<file path="config.mk">
export PLATFORM = sky130hd
export DESIGN_NAME = link_seq_ctrl
export DESIGN_NICKNAME = d
export VERILOG_FILES = /design/src/rtl/link_seq_pkg.sv /design/src/rtl/link_seq_cfg.sv /design/src/rtl/link_seq_timer.sv /design/src/rtl/link_seq_fsm.sv /design/src/rtl/link_seq_ctrl.sv
export SDC_FILE = /design/constraint.sdc
export NUM_CORES = 1
export LEC_CHECK = 0
export ABC_CLOCK_PERIOD_IN_PS = 2200
export BUFFER_PORTS_ARGS = -buffer_cell sky130_fd_sc_hd__buf_2
export CORE_MARGIN = 2
export CORE_UTILIZATION = 54
export DETAILED_ROUTE_END_ITERATION = 6
export PLACE_DENSITY = 0.84
export SYNTH_ARGS = -nofsm -noshare
export SYNTH_HDL_FRONTEND = slang
export SYNTH_SLANG_ARGS = --single-unit
</file>
<file path="constraint.sdc">
create_clock -name clk -period 2.2 [get_ports clk]
set_input_delay 0.33 -clock clk [delete_from_list [all_inputs] [get_ports clk]]
set_output_delay 0.33 -clock clk [all_outputs]
set_load 0.02 [all_outputs]
</file>
<file path="src/rtl/link_seq_pkg.sv">
package link_seq_pkg;

    typedef enum logic [2:0] {
        ST_RECFG  = 3'd0,
        ST_AN_GO  = 3'd1,
        ST_AN_RUN = 3'd2,
        ST_LT_GO  = 3'd3,
        ST_LT_RUN = 3'd4,
        ST_DATA   = 3'd5
    } seq_state_e;

    typedef enum logic [1:0] {
        FM_FOLLOW  = 2'd0,
        FM_AN_ONLY = 2'd1,
        FM_LT_ONLY = 2'd2,
        FM_NONE    = 2'd3
    } force_mode_e;

    localparam int unsigned TMR_AN  = 0;
    localparam int unsigned TMR_LT  = 1;
    localparam int unsigned TMR_LF  = 2;
    localparam int unsigned TMR_CNT = 3;

endpackage

</file>
<file path="src/rtl/link_seq_cfg.sv">
module link_seq_cfg
    import link_seq_pkg::*;
#(
    parameter bit FEC_REQ_RST = 1'b0
) (
    input  logic       clk,
    input  logic       rst_n,
    input  logic       seq_restart,
    input  logic [1:0] force_mode,
    input  logic       an_en,
    input  logic       lt_en,
    input  logic       fec_req_in,
    output logic       an_act,
    output logic       lt_act,
    output logic       fec_adv
);

    force_mode_e mode_q;
    logic        fec_q;

    // Mode and FEC request only move on a sequencer restart.
    always_ff @(posedge clk or negedge rst_n) begin
        if (!rst_n) begin
            mode_q <= FM_FOLLOW;
            fec_q  <= FEC_REQ_RST;
        end else if (seq_restart) begin
            mode_q <= force_mode_e'(force_mode);
            fec_q  <= fec_req_in;
        end
    end

    always_comb begin
        an_act = 1'b0;
        lt_act = 1'b0;
        unique case (mode_q)
            FM_FOLLOW: begin
                an_act = an_en;
                lt_act = lt_en;
            end
            FM_AN_ONLY: an_act = 1'b1;
            FM_LT_ONLY: lt_act = 1'b1;
            FM_NONE: begin
                an_act = 1'b0;
                lt_act = 1'b0;
            end
            default: begin
                an_act = 1'b0;
                lt_act = 1'b0;
            end
        endcase
    end

    assign fec_adv = fec_q;

endmodule

</file>
<file path="src/rtl/link_seq_timer.sv">
module link_seq_timer #(
    parameter int unsigned LIMIT = 64
) (
    input  logic clk,
    input  logic rst_n,
    input  logic run,
    output logic expired
);

    localparam int unsigned CW = (LIMIT < 2) ? 1 : $clog2(LIMIT);
    localparam logic [CW-1:0] LAST = CW'(LIMIT - 1);

    logic [CW-1:0] cnt_q;

    assign expired = run && (cnt_q == LAST);

    // Counts consecutive cycles with run high; any gap clears it.
    always_ff @(posedge clk or negedge rst_n) begin
        if (!rst_n) begin
            cnt_q <= '0;
        end else if (!run) begin
            cnt_q <= '0;
        end else if (!expired) begin
            cnt_q <= cnt_q + 1'b1;
        end
    end

endmodule

</file>
<file path="src/rtl/link_seq_fsm.sv">
module link_seq_fsm
    import link_seq_pkg::*;
(
    input  logic       clk,
    input  logic       rst_n,
    input  logic       seq_restart,
    input  logic       an_act,
    input  logic       lt_act,
    input  logic       fail_resp,
    input  logic       ber_fail_en,
    input  logic       lt_ber_nz,
    input  logic       recfg_done,
    input  logic       an_done,
    input  logic       an_fail,
    input  logic       lt_done,
    input  logic       lt_fail,
    input  logic       an_exp,
    input  logic       lt_exp,
    input  logic       lf_exp,
    output seq_state_e state,
    output logic       an_to,
    output logic       lt_to
);

    seq_state_e state_q, state_d;
    logic       an_to_q, lt_to_q;
    logic       ber_bad;
    logic       lt_hard_fail;
    logic       an_tmo_evt, lt_tmo_evt;
    seq_state_e lt_fail_dst;

    assign ber_bad      = lt_done && ber_fail_en && lt_ber_nz;
    assign lt_hard_fail = lt_fail || ber_bad;
    assign an_tmo_evt   = (state_q == ST_AN_RUN) && !an_done && !an_fail && an_exp;
    assign lt_tmo_evt   = (state_q == ST_LT_RUN) && !lt_hard_fail && !lt_done && lt_exp;

    // Destination of any training failure.
    always_comb begin
        if (fail_resp) begin
            lt_fail_dst = ST_DATA;
        end else if (an_act) begin
            lt_fail_dst = ST_AN_GO;
        end else begin
            lt_fail_dst = ST_LT_GO;
        end
    end

    always_comb begin
        state_d = state_q;
        if (seq_restart) begin
            state_d = ST_RECFG;
        end else begin
            unique case (state_q)
                ST_RECFG: begin
                    if (recfg_done) begin
                        if (an_act) begin
                            state_d = ST_AN_GO;
                        end else if (lt_act) begin
                            state_d = ST_LT_GO;
                        end else begin
                            state_d = ST_DATA;
                        end
                    end
                end
                ST_AN_GO:  state_d = ST_AN_RUN;
                ST_AN_RUN: begin
                    if (an_done) begin
                        state_d = lt_act ? ST_LT_GO : ST_DATA;
                    end else if (an_fail || an_exp) begin
                        state_d = ST_AN_GO;
                    end
                end
                ST_LT_GO:  state_d = ST_LT_RUN;
                ST_LT_RUN: begin
                    if (lt_hard_fail) begin
                        state_d = lt_fail_dst;
                    end else if (lt_done) begin
                        state_d = ST_DATA;
                    end else if (lt_exp) begin
                        state_d = lt_fail_dst;
                    end
                end
                ST_DATA: begin
                    if (lf_exp) begin
                        state_d = ST_RECFG;
                    end
                end
                default: state_d = ST_RECFG;
            endcase
        end
    end

    always_ff @(posedge clk or negedge rst_n) begin
        if (!rst_n) begin
            state_q <= ST_RECFG;
        end else begin
            state_q <= state_d;
        end
    end

    // Timeout flags: sticky, cleared only by a sequencer restart.
    always_ff @(posedge clk or negedge rst_n) begin
        if (!rst_n) begin
            an_to_q <= 1'b0;
            lt_to_q <= 1'b0;
        end else if (seq_restart) begin
            an_to_q <= 1'b0;
            lt_to_q <= 1'b0;
        end else begin
            if (an_tmo_evt) begin
                an_to_q <= 1'b1;
            end
            if (lt_tmo_evt) begin
                lt_to_q <= 1'b1;
            end
        end
    end

    assign state = state_q;
    assign an_to = an_to_q;
    assign lt_to = lt_to_q;

endmodule

</file>
<file path="src/rtl/link_seq_ctrl.sv">
module link_seq_ctrl
    import link_seq_pkg::*;
#(
    parameter int unsigned AN_TMO      = 64,
    parameter int unsigned LT_TMO      = 96,
    parameter int unsigned LF_TMO      = 16,
    parameter bit          FEC_REQ_RST = 1'b0
) (
    input  logic       clk,
    input  logic       rst_n,
    input  logic       seq_restart,
    input  logic       an_en,
    input  logic       lt_en,
    input  logic [1:0] force_mode,
    input  logic       fail_resp,
    input  logic       an_tmr_dis,
    input  logic       lf_tmr_dis,
    input  logic       ber_fail_en,
    input  logic       lt_ber_nz,
    input  logic       fec_req_in,
    input  logic       recfg_done,
    input  logic       an_done,
    input  logic       an_fail,
    input  logic       lt_done,
    input  logic       lt_fail,
    input  logic       link_fail,
    output logic       link_ready,
    output logic       recfg_req,
    output logic       an_start,
    output logic       lt_start,
    output logic       an_timeout,
    output logic       lt_timeout,
    output logic       fec_req_adv
);

    localparam int unsigned TMO_TAB [TMR_CNT] = '{AN_TMO, LT_TMO, LF_TMO};

    seq_state_e         state;
    logic               an_act, lt_act;
    logic [TMR_CNT-1:0] tmr_run, tmr_exp;

    link_seq_cfg #(
        .FEC_REQ_RST (FEC_REQ_RST)
    ) u_cfg (
        .clk         (clk),
        .rst_n       (rst_n),
        .seq_restart (seq_restart),
        .force_mode  (force_mode),
        .an_en       (an_en),
        .lt_en       (lt_en),
        .fec_req_in  (fec_req_in),
        .an_act      (an_act),
        .lt_act      (lt_act),
        .fec_adv     (fec_req_adv)
    );

    assign tmr_run[TMR_AN] = (state == ST_AN_RUN) && !an_tmr_dis;
    assign tmr_run[TMR_LT] = (state == ST_LT_RUN);
    assign tmr_run[TMR_LF] = (state == ST_DATA) && link_fail && !lf_tmr_dis;

    for (genvar g = 0; g < TMR_CNT; g++) begin : g_tmr
        link_seq_timer #(
            .LIMIT (TMO_TAB[g])
        ) u_tmr (
            .clk     (clk),
            .rst_n   (rst_n),
            .run     (tmr_run[g]),
            .expired (tmr_exp[g])
        );
    end

    link_seq_fsm u_fsm (
        .clk         (clk),
        .rst_n       (rst_n),
        .seq_restart (seq_restart),
        .an_act      (an_act),
        .lt_act      (lt_act),
        .fail_resp   (fail_resp),
        .ber_fail_en (ber_fail_en),
        .lt_ber_nz   (lt_ber_nz),
        .recfg_done  (recfg_done),
        .an_done     (an_done),
        .an_fail     (an_fail),
        .lt_done     (lt_done),
        .lt_fail     (lt_fail),
        .an_exp      (tmr_exp[TMR_AN]),
        .lt_exp      (tmr_exp[TMR_LT]),
        .lf_exp      (tmr_exp[TMR_LF]),
        .state       (state),
        .an_to       (an_timeout),
        .lt_to       (lt_timeout)
    );

    // Moore output decode.
    always_comb begin
        link_ready = 1'b0;
        recfg_req  = 1'b0;
        an_start   = 1'b0;
        lt_start   = 1'b0;
        unique case (state)
            ST_RECFG:  recfg_req  = 1'b1;
            ST_AN_GO:  an_start   = 1'b1;
            ST_LT_GO:  lt_start   = 1'b1;
            ST_DATA:   link_ready = 1'b1;
            ST_AN_RUN, ST_LT_RUN: ;
            default:   recfg_req  = 1'b0;
        endcase
    end

endmodule

</file>
**After elaboration in Yosys (flattened, before gate mapping)**

Cells that the tools add are included.
W data, S select, Z words.

- Register bits: 25
- Input port bits: 19
- Output and inout port bits: 7
- Logic and storage cells: 84

- $add $sub $neg: 3
- Equality and inequality tests: 17
- Muxes and demuxes: 29
- Reductions and logical operators: 27

Operators with widths:

| kind | count |
|---|---|
| $mux W3 | 11 |
| $pmux W3 S6 | 1 |
| $logic_and A1 B1 Y1 | 14 |
| $mux W7 | 2 |
| $mux W6 | 2 |
| $mux W1 | 8 |
| $mux W4 | 2 |
| $add A7 B1 Y7 const B | 1 |
| $eq A7 B7 Y1 const B | 1 |
| $add A6 B1 Y6 const B | 1 |
| $eq A3 B2 Y1 const B | 2 |
| $eq A3 B3 Y1 const B | 2 |
| $eq A6 B6 Y1 const B | 1 |
| $logic_not A1 Y1 | 6 |
| $ne A2 B2 Y1 const B | 3 |
| $ne A5 B3 Y1 const B | 1 |
| $add A4 B1 Y4 const B | 1 |
| $eq A4 B4 Y1 const B | 1 |
| $ne A4 B3 Y1 const B | 1 |
| $pmux W1 S2 | 2 |
| $reduce_and A4 Y1 | 1 |
| $reduce_bool A2 Y1 | 2 |
| $eq A3 B1 Y1 const B | 1 |
| $logic_not A3 Y1 | 1 |
| 7 further kinds | 8 |

**Longest topological paths before layout**

- Depth in word-level cells: 9
- Depth in mapped cells: 6
- Depth with buffers taken out: 5

**Modules after synthesis**

A second synthesis with hierarchy kept.

- Cells, all modules: 144
- Area total of the unflattened synthesis: 1,475.2 um^2

Modules (own cells, without submodules):

| module | instances | cells each | area each (um^2) | seq. area each (um^2) |
|---|---|---|---|---|
| link_seq_fsm | 1 | 43 | 405.4 | 125.1 |
| link_seq_timer (g_tmr[1].u_tmr) | 1 | 36 | 362.8 | 175.2 |
| link_seq_timer (g_tmr[0].u_tmr) | 1 | 30 | 309.0 | 150.1 |
| link_seq_timer (g_tmr[2].u_tmr) | 1 | 20 | 212.7 | 100.1 |
| link_seq_cfg | 1 | 8 | 128.9 | 75.1 |
| link_seq_ctrl | 1 | 7 | 56.3 | 0.0 |

**Worst setup path before layout**

OpenSTA, ideal clock, no wires.

- Path kind: flip-flop to flip-flop
- Start point: reg u_fsm.state_q[0], in the netlist u_fsm.state[0]
- End point: reg u_fsm.state_q[0], in the netlist u_fsm.state[0]
- Arrival: 1,594 ps
- Slack: 467 ps
- Stages on the path, launching flop included: 7
- Path buffers: 2
- Cells stage by stage: dfrtp_1 buf_6 or3b_1 buf_2 or3_4 o2111ai_2 o22ai_1

- Cells in the longest elaborated chain, start to end: 6
- Elaborated cells between the ends (all ways): 20

RTL lines:

| element | line | source |
|---|---|---|
| start: declaration | link_seq_fsm.sv:25 | `seq_state_e state_q, state_d;` |
| start signal: assignment | link_seq_fsm.sv:97 | `state_q <= state_d;` |
| $eq A3 B2 Y1 / $eq A3 B3 Y1 (equally long branches) | link_seq_fsm.sv:53, link_seq_ctrl.sv:57, link_seq_ctrl.sv:59 |  |
| $logic_and A1 B1 Y1, on equally long branches | link_seq_ctrl.sv:57, link_seq_ctrl.sv:59 |  |
| $logic_and A1 B1 Y1, on equally long branches | link_seq_timer.sv:15, link_seq_ctrl.sv:59 |  |
| $logic_or A1 B1 Y1 / $logic_and A1 B1 Y1 (equally long branches) | link_seq_fsm.sv:69, link_seq_timer.sv:15 |  |
| $ne A4 B3 Y1 (no line) / $ne A3 B2 Y1 (equally long branches) | n/a |  |
| $reduce_and A4 Y1 (no line) | n/a |  |

Several ways; a longest one is shown, not always the timed one.
A chain may end at the register's enable or synchronous reset.

**Final worst setup path**

- Start point: reg g_tmr[2].u_tmr.cnt_q[0]
- End point: reg u_fsm.state_q[1], in the netlist u_fsm.state[1]

- Cells in the longest elaborated chain, start to end: 4

RTL lines:

| element | line | source |
|---|---|---|
| start: declaration | link_seq_timer.sv:13 | `logic [CW-1:0] cnt_q;` |
| start signal: assignment | link_seq_timer.sv:24 | `cnt_q <= cnt_q + 1'b1;` |
| $eq A4 B4 Y1 | link_seq_timer.sv:15 | `assign expired = run && (cnt_q == LAST);` |
| $logic_and A1 B1 Y1 | link_seq_timer.sv:15 |  |
| $ne A3 B2 Y1 (no line) | n/a |  |
| $reduce_and A4 Y1 (no line) | n/a |  |

Every way passes these cells.

==> results <==
- The run finished with clean final reports.
- Buffers placed on the I/O ports in this run total 25.
- The flip-flop and latch count after synthesis is 25.
- For this run, the post-layout net count is 184.
- The pin count of the biggest net entering global routing is 26.
- The first global-routing pass estimated 4800 um of wire.
- The share of synthesized area in the top cell type comes to 45.5%.
- Ranked by total cell area, the synthesized netlist is headed by sky130_fd_sc_hd__dfrtp_1 (46%), sky130_fd_sc_hd__nor2_1 (3.3%), sky130_fd_sc_hd__a31oi_1 (3.2%), sky130_fd_sc_hd__xnor2_1 (3.2%), sky130_fd_sc_hd__nand3_1 (2.9%).
- The hold violation count in the final report is 0.
- In the final routed layout, each cell accounts on average for 15.4 um.
- The first detailed-routing pass ran for 4 iterations.
- In this run the post-CTS setup repair buffer count came out at 0.
- Cells with a size suffix above 1 make up 23.6% of the layout.
- The total leakage power is 0.712 nW.
- The floorplan step set the die height to 54.4 um.
- The number of antenna violations at the first check in global routing is 0.
- The slowest stage of the critical path is the sky130_fd_sc_hd__o21ai_0 cell.
- For the pin with the worst max-slew slack, the measured transition is 0.639 ns.
- In this run the count of I/O pins placed on the die edge is 26.
- The cell chosen for the clock root is sky130_fd_sc_hd__clkbuf_4.
- The first routing iteration left 32 violations.
- CTS saw 25 sinks.
- 0 antenna diodes ended up in the layout.
- The chip width is 54.4 um.
- The TritonCTS buffer count is 3.
- Of all nets on the critical path, the largest fanout is 4.
- After global routing the overflow that remains totals 0.
- The cell area that synthesis handed to floorplanning was 0.00137 sq mm.
- Max-cap violations in this run came to 0.
- TritonCTS built the clock tree.
- Setup repair after global routing left no endpoint under its margin.
- The number of global-route vias before repair is 1096.
- The die area is 0.00296 sq mm.
- The vias per cell is 6.12.
- The critical path goes through ha_1 -> nand3_1 -> o21ai_0 -> o2111ai_2 -> o2bb2ai_1.
- The share of the Yosys chip area taken by registers is 45.5%.
- The CTS H-tree depth is 1.
- In the layout the commonest cells are sky130_fd_sc_hd__dfrtp_1 (25), sky130_fd_sc_hd__buf_2 (25), sky130_fd_sc_hd__nor2_1 (12).
- Counting flops with an async set or reset pin after synthesis yields a share of 100%.
- The initial cell density of the core is 56.0%.
- In this run the remaining antenna-violating nets after routing total 0.
- In this run the worst hold path is classified as in -> reg.
- The worst-case vdd ir drop is 0.650 mV.
- Among all flip-flop cells after synthesis, the most frequent one is sky130_fd_sc_hd__dfrtp_1.
- The count of pins over their slew limit is 0.
- The family with the most delay on the worst path is compound AO/OA/AOI/OAI gates.
- The total power of the final layout is 0.00121 W.
- The cell taking the most area after synthesis is sky130_fd_sc_hd__dfrtp_1.
- The post-route fraction of the period consumed by the critical path is 87.0%.
- The critical path capture point type is a flip-flop.
- After floorplanning, the core was divided into 18 placement rows.
- The post-route clock skew is 0.00586 ns.
- The total power density per cell area is 788 mW/mm^2.
- The arrival time of data at the critical path endpoint is 2.13 ns.
- After clock tree synthesis, the clock-pin slew on the worst setup and hold paths is 0.13 ns.
- For this run, the number of Yosys warnings is 0.
- For this run, the slowest stage of the critical path takes 0.56 ns.
- The wire-length estimate of the detail-placed layout is 2270 um.
- For this run, the top clock speed supported by timing is 0.523 GHz.
- The number of different library cells used by synthesis comes to 44.
- The detailed router placed 1169 vias in this run.
- The number of enable flip-flop cells after synthesis is 0.
- The synthesized netlist net count is 158.
- Clock latency on the worst-skew pair, taken at its later pin, is 0.33 ns.
- The area of the core is 0.00245 sq mm.
- Routability-driven placement finished with a final weighted congestion of 0.805.
- The buffer and inverter count on the worst path is 0.
- The mean post-synth cell area is 10.1 sq um.
- The worst relative slew slack is 56.9%.
- The minimum setup slack after placement is 0.342 ns.
- The hold slack is 0.232 ns.
- The worst setup path is launched from a flip-flop.
- The final number of setup-violating endpoints is 0.
- The number of standard cells after synthesis is 136.
- The maximum buffer depth of the clock tree is 2.
- The critical path is of the reg -> reg type.
- The time the worst path needs with I/O delays and setup is 1.91 ns.
- Setup slack on the critical path of the routed design comes to 0.286 ns.
- The layout overhead on the synthesized area is 12.2%.
- The wire length reported by the detailed router is 2930 um.
- Adding up every negative setup slack in the final design gives 0 ns.
- Data on the critical path is required at its endpoint by 2.42 ns.
- Global routing used 22.7% of the available tracks.
- The final routed DRC violation total is 0.
[cells in the mapped netlist, types with 2 or more instances]
master                      count
sky130_fd_sc_hd__nor2_1        12
sky130_fd_sc_hd__mux2i_1        2
sky130_fd_sc_hd__a221oi_1       2
sky130_fd_sc_hd__a21oi_1        5
sky130_fd_sc_hd__ha_1           3
sky130_fd_sc_hd__and3_1         4
sky130_fd_sc_hd__o22ai_1        2
sky130_fd_sc_hd__a31oi_1        7
sky130_fd_sc_hd__nand2_1        4
sky130_fd_sc_hd__and3b_1        2
sky130_fd_sc_hd__xnor2_1        5
sky130_fd_sc_hd__nor3b_1        5
sky130_fd_sc_hd__nand3b_1       2
sky130_fd_sc_hd__buf_2          2
sky130_fd_sc_hd__nand2b_1       3
sky130_fd_sc_hd__xor2_1         2
sky130_fd_sc_hd__nand3_1        8
sky130_fd_sc_hd__mux2_2         3
sky130_fd_sc_hd__o21ai_0        4
sky130_fd_sc_hd__nor3_1         8
sky130_fd_sc_hd__o2111ai_2      2
sky130_fd_sc_hd__inv_1          2
sky130_fd_sc_hd__nor2b_1        2
sky130_fd_sc_hd__dfrtp_1       25
[state kept, by name (all words and copies together), names as in the netlist]
signal and cells:
u_fsm.lt_to 1, g_tmr.u_tmr.cnt_q 17, u_fsm.an_to 1, u_cfg.mode_q 2, u_fsm.state 3, u_cfg.fec_adv 1
[path summary, 6_finish.rpt]
| kind | startpoint | to | slack, ns | cells past startpoint |
|---|---|---|---|---|
| min in group asynchronous | rst_n | g_tmr[1].u_tmr.cnt_q[6]$_DFFE_PN0P_ | 0.50 | 2 |
| worst max-delay path | g_tmr[2].u_tmr.cnt_q[0]$_DFFE_PN0P_ | u_fsm.state[1]$_DFFE_PN0P_ | 0.29 | 5 |
| worst min-delay path | force_mode[0] | u_cfg.mode_q[0]$_DFFE_PN0P_ | 0.23 | 2 |
| worst max register to register | g_tmr[2].u_tmr.cnt_q[0]$_DFFE_PN0P_ | u_fsm.state[1]$_DFFE_PN0P_ | 0.29 | 5 |
| worst min register to register | g_tmr[1].u_tmr.cnt_q[2]$_DFFE_PN0P_ | g_tmr[1].u_tmr.cnt_q[2]$_DFFE_PN0P_ | 0.50 | 1 |
| max in group asynchronous | rst_n | u_fsm.state[0]$_DFFE_PN0P_ | 1.33 | 2 |
[final cells by class]
type | count | area (sq um)
fill | 196 | 913
timing repair buffer | 26 | 135
clock inverter | 1 | 5.00
multi-input combinational | 104 | 708
clock buffer | 3 | 22.5
inverter | 2 | 7.51
tap | 30 | 37.5
sequential | 25 | 626
[per-stage QoR]
stage	instance area [sq um]	instances	util, %
after floorplan	1370	136	-
after global placement	1500	186	61.3
after detailed placement	1500	186	61.3
after CTS	1540	191	62.8
after global routing	1540	191	62.8
final	1540	191	62.8
[worst register-to-register path, cell delays in order (launching register included)]
cell                        delay [ns]
sky130_fd_sc_hd__dfrtp_1          0.43
sky130_fd_sc_hd__ha_1             0.23
sky130_fd_sc_hd__nand3_1          0.16
sky130_fd_sc_hd__o21ai_0          0.56
sky130_fd_sc_hd__o2111ai_2        0.24
sky130_fd_sc_hd__o2bb2ai_1        0.18
[metal layers]
layer | share of wire [%] | up-vias | global-route usage [%]
li1 | - | 558 | -
met2 | 51 | 37 | 38.8
met5 | 0 | - | 0
met4 | 0.78 | 0 | 9.17
met3 | 6.3 | 3 | 4.92
met1 | 42 | 571 | 27.7
[what timing repair did]
item | 4_1_cts | 5_1_grt
endpoints found under the hold margin | 25 | 0
hold buffers | 1 | 0
gates resized for setup | 0 | 0
[cell families (layout without fill, tap and decap cells)]
logic type | after synthesis | count (layout) | share of synthesized area, %
AND/OR/NAND/NOR | 60 | 60 | 25.5
adder cells (fa/ha/maj) | 3 | 3 | 2.73
XOR/XNOR | 7 | 7 | 4.46
flip-flops | 25 | 25 | 45.5
buffers and inverters | 7 | 32 | 2.91
AO/OA/AOI/OAI | 29 | 29 | 14.9
multiplexers | 5 | 5 | 3.92
[power by group]
part,internal [W],switching (W)
combinational,0.000184,0.000239
sequential,0.000504,0.0000771
clock,0.0000683,0.000142
total,0.000756,0.000458
(Power assumes the default switching activity.)
